### src/rtl/pwm_pkg.sv
package pwm_pkg;
  localparam int DW          = 32;
  localparam int CLK_BASE    = 'h020;
  localparam int GATE_OFS    = 'h040;
  localparam int RUN_OFS     = 'h080;
  localparam int CHAN_BASE   = 'h100;
  localparam int CHAN_STRIDE = 'h020;
  localparam int PERIOD_OFS  = 4;
  localparam int EXP_MAX     = 8;

  typedef struct packed {
    logic       src_bus;
    logic [3:0] div_exp;
  } pair_cfg_t;

  typedef struct packed {
    logic       act_high;
    logic [7:0] pre;
  } chan_ctl_t;

  typedef struct packed {
    logic [15:0] last;
    logic [15:0] act;
  } chan_per_t;
endpackage

### src/rtl/pwm_regs.sv
module pwm_regs
  import pwm_pkg::*;
#(
  parameter int NCH = 9,
  parameter int AW  = 12,
  localparam int NPAIR = (NCH + 1) / 2
) (
  input  logic                   clk,
  input  logic                   rst_n,
  input  logic [AW-1:0]          addr,
  input  logic [DW-1:0]          wdata,
  input  logic                   wr_en,
  input  logic                   rd_en,
  output logic [DW-1:0]          rdata,
  output pair_cfg_t [NPAIR-1:0]  pair_cfg,
  output chan_ctl_t [NCH-1:0]    ctl,
  output chan_per_t [NCH-1:0]    per,
  output logic [NCH-1:0]         gate,
  output logic [NCH-1:0]         run_en
);
  logic [DW-1:0] rd_mux;

  for (genvar p = 0; p < NPAIR; p++) begin : g_pair
    always_ff @(posedge clk or negedge rst_n) begin
      if (!rst_n) pair_cfg[p] <= '0;
      else if (wr_en && addr == AW'(CLK_BASE + 4 * p))
        pair_cfg[p] <= '{src_bus: wdata[7], div_exp: wdata[3:0]};
    end
  end

  for (genvar c = 0; c < NCH; c++) begin : g_chan
    always_ff @(posedge clk or negedge rst_n) begin
      if (!rst_n) begin
        ctl[c] <= '0;
        per[c] <= '0;
      end else if (wr_en) begin
        if (addr == AW'(CHAN_BASE + CHAN_STRIDE * c))
          ctl[c] <= '{act_high: wdata[8], pre: wdata[7:0]};
        if (addr == AW'(CHAN_BASE + CHAN_STRIDE * c + PERIOD_OFS))
          per[c] <= wdata;
      end
    end
  end

  always_ff @(posedge clk or negedge rst_n) begin
    if (!rst_n) begin
      gate   <= '0;
      run_en <= '0;
    end else if (wr_en) begin
      if (addr == AW'(GATE_OFS)) gate   <= wdata[NCH-1:0];
      if (addr == AW'(RUN_OFS))  run_en <= wdata[NCH-1:0];
    end
  end

  always_comb begin
    rd_mux = '0;
    for (int p = 0; p < NPAIR; p++)
      if (addr == AW'(CLK_BASE + 4 * p))
        rd_mux = {24'b0, pair_cfg[p].src_bus, 3'b0, pair_cfg[p].div_exp};
    if (addr == AW'(GATE_OFS)) rd_mux = DW'(gate);
    if (addr == AW'(RUN_OFS))  rd_mux = DW'(run_en);
    for (int c = 0; c < NCH; c++) begin
      if (addr == AW'(CHAN_BASE + CHAN_STRIDE * c))
        rd_mux = {23'b0, ctl[c].act_high, ctl[c].pre};
      if (addr == AW'(CHAN_BASE + CHAN_STRIDE * c + PERIOD_OFS))
        rd_mux = per[c];
    end
  end

  always_ff @(posedge clk or negedge rst_n) begin
    if (!rst_n)     rdata <= '0;
    else if (rd_en) rdata <= rd_mux;
  end
endmodule

### src/rtl/pwm_pair_div.sv
module pwm_pair_div
  import pwm_pkg::*;
(
  input  logic      clk,
  input  logic      rst_n,
  input  logic      bus_tick,
  input  logic      osc_tick,
  input  pair_cfg_t cfg,
  output logic      div_tick
);
  localparam int CW = EXP_MAX;

  logic          sel_tick;
  logic [3:0]    exp_eff;
  logic [CW:0]   lim;
  logic [CW-1:0] cnt;

  assign sel_tick = cfg.src_bus ? bus_tick : osc_tick;
  assign exp_eff  = (cfg.div_exp > 4'(EXP_MAX)) ? 4'(EXP_MAX) : cfg.div_exp;
  assign lim      = ((CW+1)'(1) << exp_eff) - (CW+1)'(1);
  assign div_tick = sel_tick && (cnt >= lim[CW-1:0]);

  always_ff @(posedge clk or negedge rst_n) begin
    if (!rst_n)        cnt <= '0;
    else if (sel_tick) cnt <= div_tick ? '0 : cnt + 1'b1;
  end
endmodule

### src/rtl/pwm_chan.sv
module pwm_chan
  import pwm_pkg::*;
(
  input  logic      clk,
  input  logic      rst_n,
  input  logic      div_tick,
  input  logic      gate,
  input  logic      run_en,
  input  chan_ctl_t ctl,
  input  chan_per_t per,
  output logic      pwm_o
);
  logic        live;
  logic        pre_fire;
  logic        in_act;
  logic [7:0]  pre_cnt;
  logic [15:0] per_cnt;

  assign live     = gate && run_en;
  assign pre_fire = div_tick && (pre_cnt >= ctl.pre);
  assign in_act   = per_cnt < per.act;
  assign pwm_o    = (live && in_act) ? ctl.act_high : !ctl.act_high;

  always_ff @(posedge clk or negedge rst_n) begin
    if (!rst_n) begin
      pre_cnt <= '0;
      per_cnt <= '0;
    end else if (!live) begin
      pre_cnt <= '0;
      per_cnt <= '0;
    end else begin
      if (div_tick) pre_cnt <= pre_fire ? '0 : pre_cnt + 1'b1;
      if (pre_fire) per_cnt <= (per_cnt >= per.last) ? '0 : per_cnt + 1'b1;
    end
  end
endmodule

### src/rtl/pwm_array.sv
module pwm_array
  import pwm_pkg::*;
#(
  parameter int NCH = 9,
  parameter int AW  = 12
) (
  input  logic           clk,
  input  logic           rst_n,
  input  logic           bus_tick,
  input  logic           osc_tick,
  input  logic [AW-1:0]  reg_addr,
  input  logic [31:0]    reg_wdata,
  input  logic           reg_wr,
  input  logic           reg_rd,
  output logic [31:0]    reg_rdata,
  output logic [NCH-1:0] pwm_out
);
  localparam int NPAIR = (NCH + 1) / 2;

  pair_cfg_t [NPAIR-1:0] pair_cfg;
  chan_ctl_t [NCH-1:0]   ctl_q;
  chan_per_t [NCH-1:0]   per_q;
  logic [NCH-1:0]        gate_q;
  logic [NCH-1:0]        run_q;
  logic [NPAIR-1:0]      pair_tick;

  pwm_regs #(.NCH(NCH), .AW(AW)) u_regs (
    .clk(clk), .rst_n(rst_n), .addr(reg_addr), .wdata(reg_wdata),
    .wr_en(reg_wr), .rd_en(reg_rd), .rdata(reg_rdata),
    .pair_cfg(pair_cfg), .ctl(ctl_q), .per(per_q),
    .gate(gate_q), .run_en(run_q)
  );

  for (genvar p = 0; p < NPAIR; p++) begin : g_div
    pwm_pair_div u_div (
      .clk(clk), .rst_n(rst_n), .bus_tick(bus_tick), .osc_tick(osc_tick),
      .cfg(pair_cfg[p]), .div_tick(pair_tick[p])
    );
  end

  for (genvar c = 0; c < NCH; c++) begin : g_ch
    pwm_chan u_ch (
      .clk(clk), .rst_n(rst_n), .div_tick(pair_tick[c/2]),
      .gate(gate_q[c]), .run_en(run_q[c]), .ctl(ctl_q[c]), .per(per_q[c]),
      .pwm_o(pwm_out[c])
    );
  end
endmodule

### config.mk
export PLATFORM = sky130hd
export DESIGN_NAME = pwm_array
export DESIGN_NICKNAME = d
export VERILOG_FILES = /design/src/rtl/pwm_pkg.sv /design/src/rtl/pwm_regs.sv /design/src/rtl/pwm_pair_div.sv /design/src/rtl/pwm_chan.sv /design/src/rtl/pwm_array.sv
export SDC_FILE = /design/constraint.sdc
export NUM_CORES = 2
export LEC_CHECK = 0
export BUFFER_PORTS_ARGS = -buffer_cell sky130_fd_sc_hd__buf_2
export CORE_MARGIN = 2
export CORE_UTILIZATION = 55
export CTS_CLUSTER_DIAMETER = 150
export CTS_CLUSTER_SIZE = 16
export DETAILED_ROUTE_END_ITERATION = 8
export PLACE_DENSITY = 0.8
export SLEW_MARGIN = 20
export SYNTH_ARGS = -nofsm -noshare
export SYNTH_HDL_FRONTEND = slang
export SYNTH_SLANG_ARGS = --single-unit
### constraint.sdc
create_clock -name clk -period 7.7 [get_ports clk]
set_input_delay 0.385 -clock clk [delete_from_list [all_inputs] [get_ports clk]]
set_output_delay 0.385 -clock clk [all_outputs]
set_load 0.02 [all_outputs]
Word level (Yosys, flattened, before mapping)
Cells that the tools add are included.
Storage, ports and cells
  bits in registers: 700
  bits of input ports: 50
  output and inout port bits: 41
  logic and storage cells: 354
Cells by class
  add/sub/neg operators: 28
  magnitude comparators: 37
  eq/ne operators: 43
  shift-type cells: 5
  mux-type cells: 103
  reduce and logical (&&, ||, !) cells: 66
Operators by type and width (count)
  $mux 32: 17
  $mux 16: 27
  $mux 8: 37
  $eq 12x9->1 const B: 16
  $add 16x1->16 const B: 9
  $ge 16x16->1: 9
  $lt 16x16->1: 9
  $add 8x1->8 const B: 14
  $ge 8x8->1: 14
  $eq 12x6->1 const B: 5
  $reduce_and 2->1: 20
  $shl 1x4->8 const A: 5
  $sub 8x2->8 const B: 5
  $logic_and 1x1->1: 37
  $mux 9: 3
  $ne 2x2->1 const B: 13
  $eq 12x10->1 const B: 2
  $gt 4x4->1 const B: 5
  $mux 4: 5
  $mux 1: 14
  $eq 12x7->1 const B: 1
  $eq 12x8->1 const B: 1
  $ne 2x1->1 const B: 5
  $logic_not 1->1: 9

Logic depth before layout (Yosys ltp)
  depth in word-level cells: 26
  mapped depth: 17
  mapped depth without buffers: 14

By module
From an unflattened synthesis, not the netlist that was laid out.
Second synthesis, totals
  cell total of the unflattened synthesis: 4406
  area, all modules: 44790.5 um2
By module, submodules not included
  pwm_regs: times used 1, cells each 1560, area each 20642.3 um2
  pwm_chan: times used 9, cells each 269, area each 2270.9 um2
  pwm_pair_div: times used 5, cells each 85, area each 742.0 um2

Worst setup path after synthesis
OpenSTA, ideal clock, no wires.
  path kind: reg2reg
  start point: register u_regs.pair_cfg[18] (netlist name)
  end point: register g_ch[6].u_ch.per_cnt[13]
  data arrival time: 3.488 ns
  data required time: 7.622 ns
  setup slack: 4.134 ns
  cell stages (with the launch flop): 16
  clock period less this slack: 3.566 ns
  cells stage by stage: dfrtp_1 -> clkbuf_1 -> or4_1 -> ha_1 -> nor3_1 -> a21o_1 -> a32oi_1 -> ha_1 -> and4_1 -> o21ai_1 -> o211ai_1 -> a21oi_1 -> nand2b_1 -> clkbuf_1 -> or4_1 -> a21oi_1
On the way
  word-level cells in the longest chain between the ends: 8
RTL lines
  $gt 4x4->1: line pwm_pair_div.sv:19  | assign exp_eff = (cfg.div_exp > 4'(EXP_MAX)) ? 4'(EXP_MAX) : cfg.div_exp;
  $mux 4 *: line pwm_pair_div.sv:19
  $shl 1x4->8 *: line pwm_pair_div.sv:20  | assign lim = ((CW+1)'(1) << exp_eff) - (CW+1)'(1);
  $sub 8x2->8 *: line pwm_pair_div.sv:20
  $ge 8x8->1 *: line pwm_pair_div.sv:21  | assign div_tick = sel_tick && (cnt >= lim[CW-1:0]);
  $logic_and 1x1->1 *: line pwm_pair_div.sv:21
  $logic_and 1x1->1 *: line pwm_chan.sv:20  | assign pre_fire = div_tick && (pre_cnt >= ctl.pre);
  $ne 2x2->1 (no source line) *
  end signal: assignment: line pwm_chan.sv:33  | if (pre_fire) per_cnt <= (per_cnt >= per.last) ? '0 : per_cnt + 1'b1;
  end: declaration: line pwm_chan.sv:17  | logic [15:0] per_cnt;
Mark *: on every way between the ends. The rest lies on a longest branch, timed or not.
A chain may end at the register's enable or synchronous reset.

Final worst setup path
  start point: register u_regs.pair_cfg[18] (netlist name)
  end point: register g_ch[6].u_ch.per_cnt[11]
On the way
  word-level cells in the longest chain between the ends: 8
RTL lines (line)
  $gt 4x4->1: pwm_pair_div.sv:19
  $mux 4 *: pwm_pair_div.sv:19
  $shl 1x4->8 *: pwm_pair_div.sv:20
  $sub 8x2->8 *: pwm_pair_div.sv:20
  $ge 8x8->1 *: pwm_pair_div.sv:21
  $logic_and 1x1->1 *: pwm_pair_div.sv:21
  $logic_and 1x1->1 *: pwm_chan.sv:20
  $ne 2x2->1 (no source line) *
Marks and branches as above.

==> out/metrics.csv <==
metric,value,unit
status,finished clean,
post-synth top area share,0.407,
Sink Count,700,
"Seq/Total Area, Yosys",0.407,
placed instance area,0.0444,mm²
Seq cells post-synth,700,
CP arrival,5.06,ns
Synth Area per Inst,9.96,µm²
Post-synth EDFFs,0,
die area,0.0805,mm²
area of the core,0.0775,mm²
WP buf/inv,1,
clock buffer depth,3,
min-delay src,reg_wdata[11],
Critical R2R Capture,g_ch[6].u_ch.per_cnt[11],
max incr delay on CP,0.94,ns
met1 GRT Util,0.422,
post-layout util,0.591,
Post-Route Setup TNS,0,ns
Final ANT Viol Nets,0,
clk_lat worst skew,0.64,ns
post-detail-place hpwl,98800,µm
total grt overflow,0,
Hold Crit Depth,2,
Final nets,4803,
DRC,0,
"Cell Chain, Critical Path",or4_1 -> ha_1 -> nor3_1 -> a21o_1 -> a32oi_1 -> ha_1 -> and4_1 -> o21ai_1 -> o211ai_1 -> a21oi_1 -> buf_4 -> nor4_1 -> nand4_1 -> mux2i_1,
Worst Tran Pin Value,1.17,ns
Crit Path Max Fanout,15,
largest net degree at the start of global routing,161,
Hold WS,0.214,ns
post-layout minimum cycle time,4.49,ns
Layout area overhead,6.44,%
Crit. Startpoint,u_regs.pair_cfg[18],
DRT iter0 DRCs,4493,
WS Path Type,flop to flop,
Clock Pin Slew Worst Setup and Hold Paths,0.08,ns
cts hold-fix bufs,1,
cell taking the most area after synthesis,dfrtp_1,
RSZ-0062 raised after global routing,false,
slowest cell on the critical path,nor4_1,
Synthesized Nets,4789,
Fillers,6440,
Synth Flop Type,dfrtp_1,
most used cell along the critical path,ha_1,
Fmax,0.223,GHz
post-cts gate resize count,0,
Hold Path Class,primary input to flop,
first-pass GRT wire length,204000,µm
crit path capture type,flop,
most instantiated library cell after synthesis,dfrtp_1,
total routed wirelength,132000,µm
Synth Warn #,0,
Synth Cell Area,0.0430,mm²
Setup Skew,0.0306,ns
synth top area cells,"dfrtp_1 41%, ha_1 12%, mux2_2 9.1%, o21ai_0 3.7%, inv_1 3.6%",
most frequent cells after synthesis,"700 x dfrtp_1, 419 x ha_1, 411 x inv_1",
Post-CTS Setup Bufs,0,
met3 usage,0.0857,
most used routing layer,met2,
Die H,284,µm
total track usage,0.325,
vias,35400,
Total Power,6.53,mW
share of layout cells above drive strength 1,0.134,
Hold Path End,u_regs.per[107],
Synth async-reset ratio,1.00,
fin area,0.0458,mm²
routability cong.,1.01,
fin crit share,0.583,
Rows,102,
Final Setup Violations,0,
CP required,8.27,ns
number of antenna violations at the first check in global routing,5,
Leak Pwr,21.2,nW
crit path launch type,flop,
first-pass iteration count of the detailed router,9,
htree depth,2,
reg2reg path depth,14,
IO Pins,91,
GR Util met2,0.497,
CTS tree,done,
total CTS buffers,49,
die width,284,µm
Vias/cell,6.58,
Cells after Synth,4320,
number of global-route vias before repair,34400,
max_slew headroom,0.197,
Initial Util,0.555,
"setup slack, reg-to-reg",3.21,ns
"Slew Viols, Final",0,
CTS Root Cell,clkbuf_16,
Max-Cap Viols,0,
worst r2r src,u_regs.pair_cfg[18],
Power Density,143,mW/mm²
synth unique cells,85,
largest vdd supply drop,164,µV
WL/cell,24.5,µm
"delay-heaviest family, CP",simple AND/OR/NAND/NOR gates,
Hold Fails Final Rpt,0,
Port Buffers,90,
## where the power goes
group / switching, mW / internal [mW] / total, mW
logic: 0.253 / 0.0714 / 0.325
registers: 0.0233 / 3.69 / 3.72
clock network: 1.32 / 1.17 / 2.49
## worst max-delay path by stage
stage | end | slack [ns] | cells after the start
after detailed placement | g_ch[7].u_ch.per_cnt[6] | 3.24 | 14
after CTS | g_ch[7].u_ch.per_cnt[6] | 3.23 | 14
after global routing | g_ch[2].u_ch.per_cnt[12] | 2.83 | 14
after global placement | g_ch[7].u_ch.per_cnt[6] | 3.39 | 14
final | g_ch[6].u_ch.per_cnt[11] | 3.21 | 14
after floorplan | g_ch[6].u_ch.per_cnt[13] | 4.13 | 15
## logic make-up after synthesis
kind of cell / synth area share
compound gates: 0.172
simple gates: 0.125
flops: 0.407
buf+inv: 0.0526
mux: 0.114
fa+ha+maj: 0.122
xor+xnor: 0.00753
## cell usage in the layout (no fill, tap or decap), types with 24 or more instances in the layout
master	Yosys	final
dfrtp_1	700	700
ha_1	419	419
inv_1	411	411
mux2_2	348	348
o21ai_0	321	321
nand2_1	265	265
nor2_1	199	196
a21oi_1	147	146
nand3_1	114	114
a21o_1	93	93
buf_2	32	89
and3_1	86	86
nand2b_1	78	78
mux2_1	74	74
nor3_1	64	63
a22oi_1	59	59
a22o_1	56	56
o31ai_1	55	55
nor2b_1	50	50
clkbuf_16	0	49
a211oi_1	36	36
buf_4	12	34
a31oi_1	34	33
nor4_1	35	33
o21a_1	32	32
a221oi_1	31	31
nand4_1	29	29
a32oi_1	24	24
xnor2_1	24	24
a2111oi_0	24	24
## state kept, by name (all words and copies together) (netlist names)
signal,count
u_regs.per,288
g_div.u_div.cnt,40
u_regs.rdata,32
g_ch.u_ch.per_cnt,144
u_regs.ctl,81
u_regs.gate,9
g_ch.u_ch.pre_cnt,72
u_regs.run_en,9
u_regs.pair_cfg,25
## final cells by class
cell class / count / area (µm²) / area share
Antenna cell: 2 / 5.00 / 0.000109
Clock buffer: 49 / 1230 / 0.0268
Clock inverter: 4 / 71.3 / 0.00156
Inverter: 412 / 1550 / 0.0338
Multi-Input combinational cell: 3040 / 23300 / 0.509
Sequential cell: 700 / 17500 / 0.383
Tap cell: 1040 / 1300 / 0.0284
Timing Repair Buffer: 131 / 808 / 0.0177
## routing by layer
| layer | part of all wire | routed length (µm) |
|---|---|---|
| met1 | 0.39 | 51500 |
| met2 | 0.44 | 58100 |
| met3 | 0.11 | 13900 |
| met4 | 0.065 | 8520 |
| met5 | 0.00020 | 26 |
## through the flow
stage                     std cells  setup WS, ns
after floorplan                4320          4.13
after global placement         5319          3.39
after detailed placement       5319          3.24
after CTS                      5373          3.23
after global routing           5376          2.83
final                          5378          3.21
No activity file was read; power rests on OpenSTA's default activity.
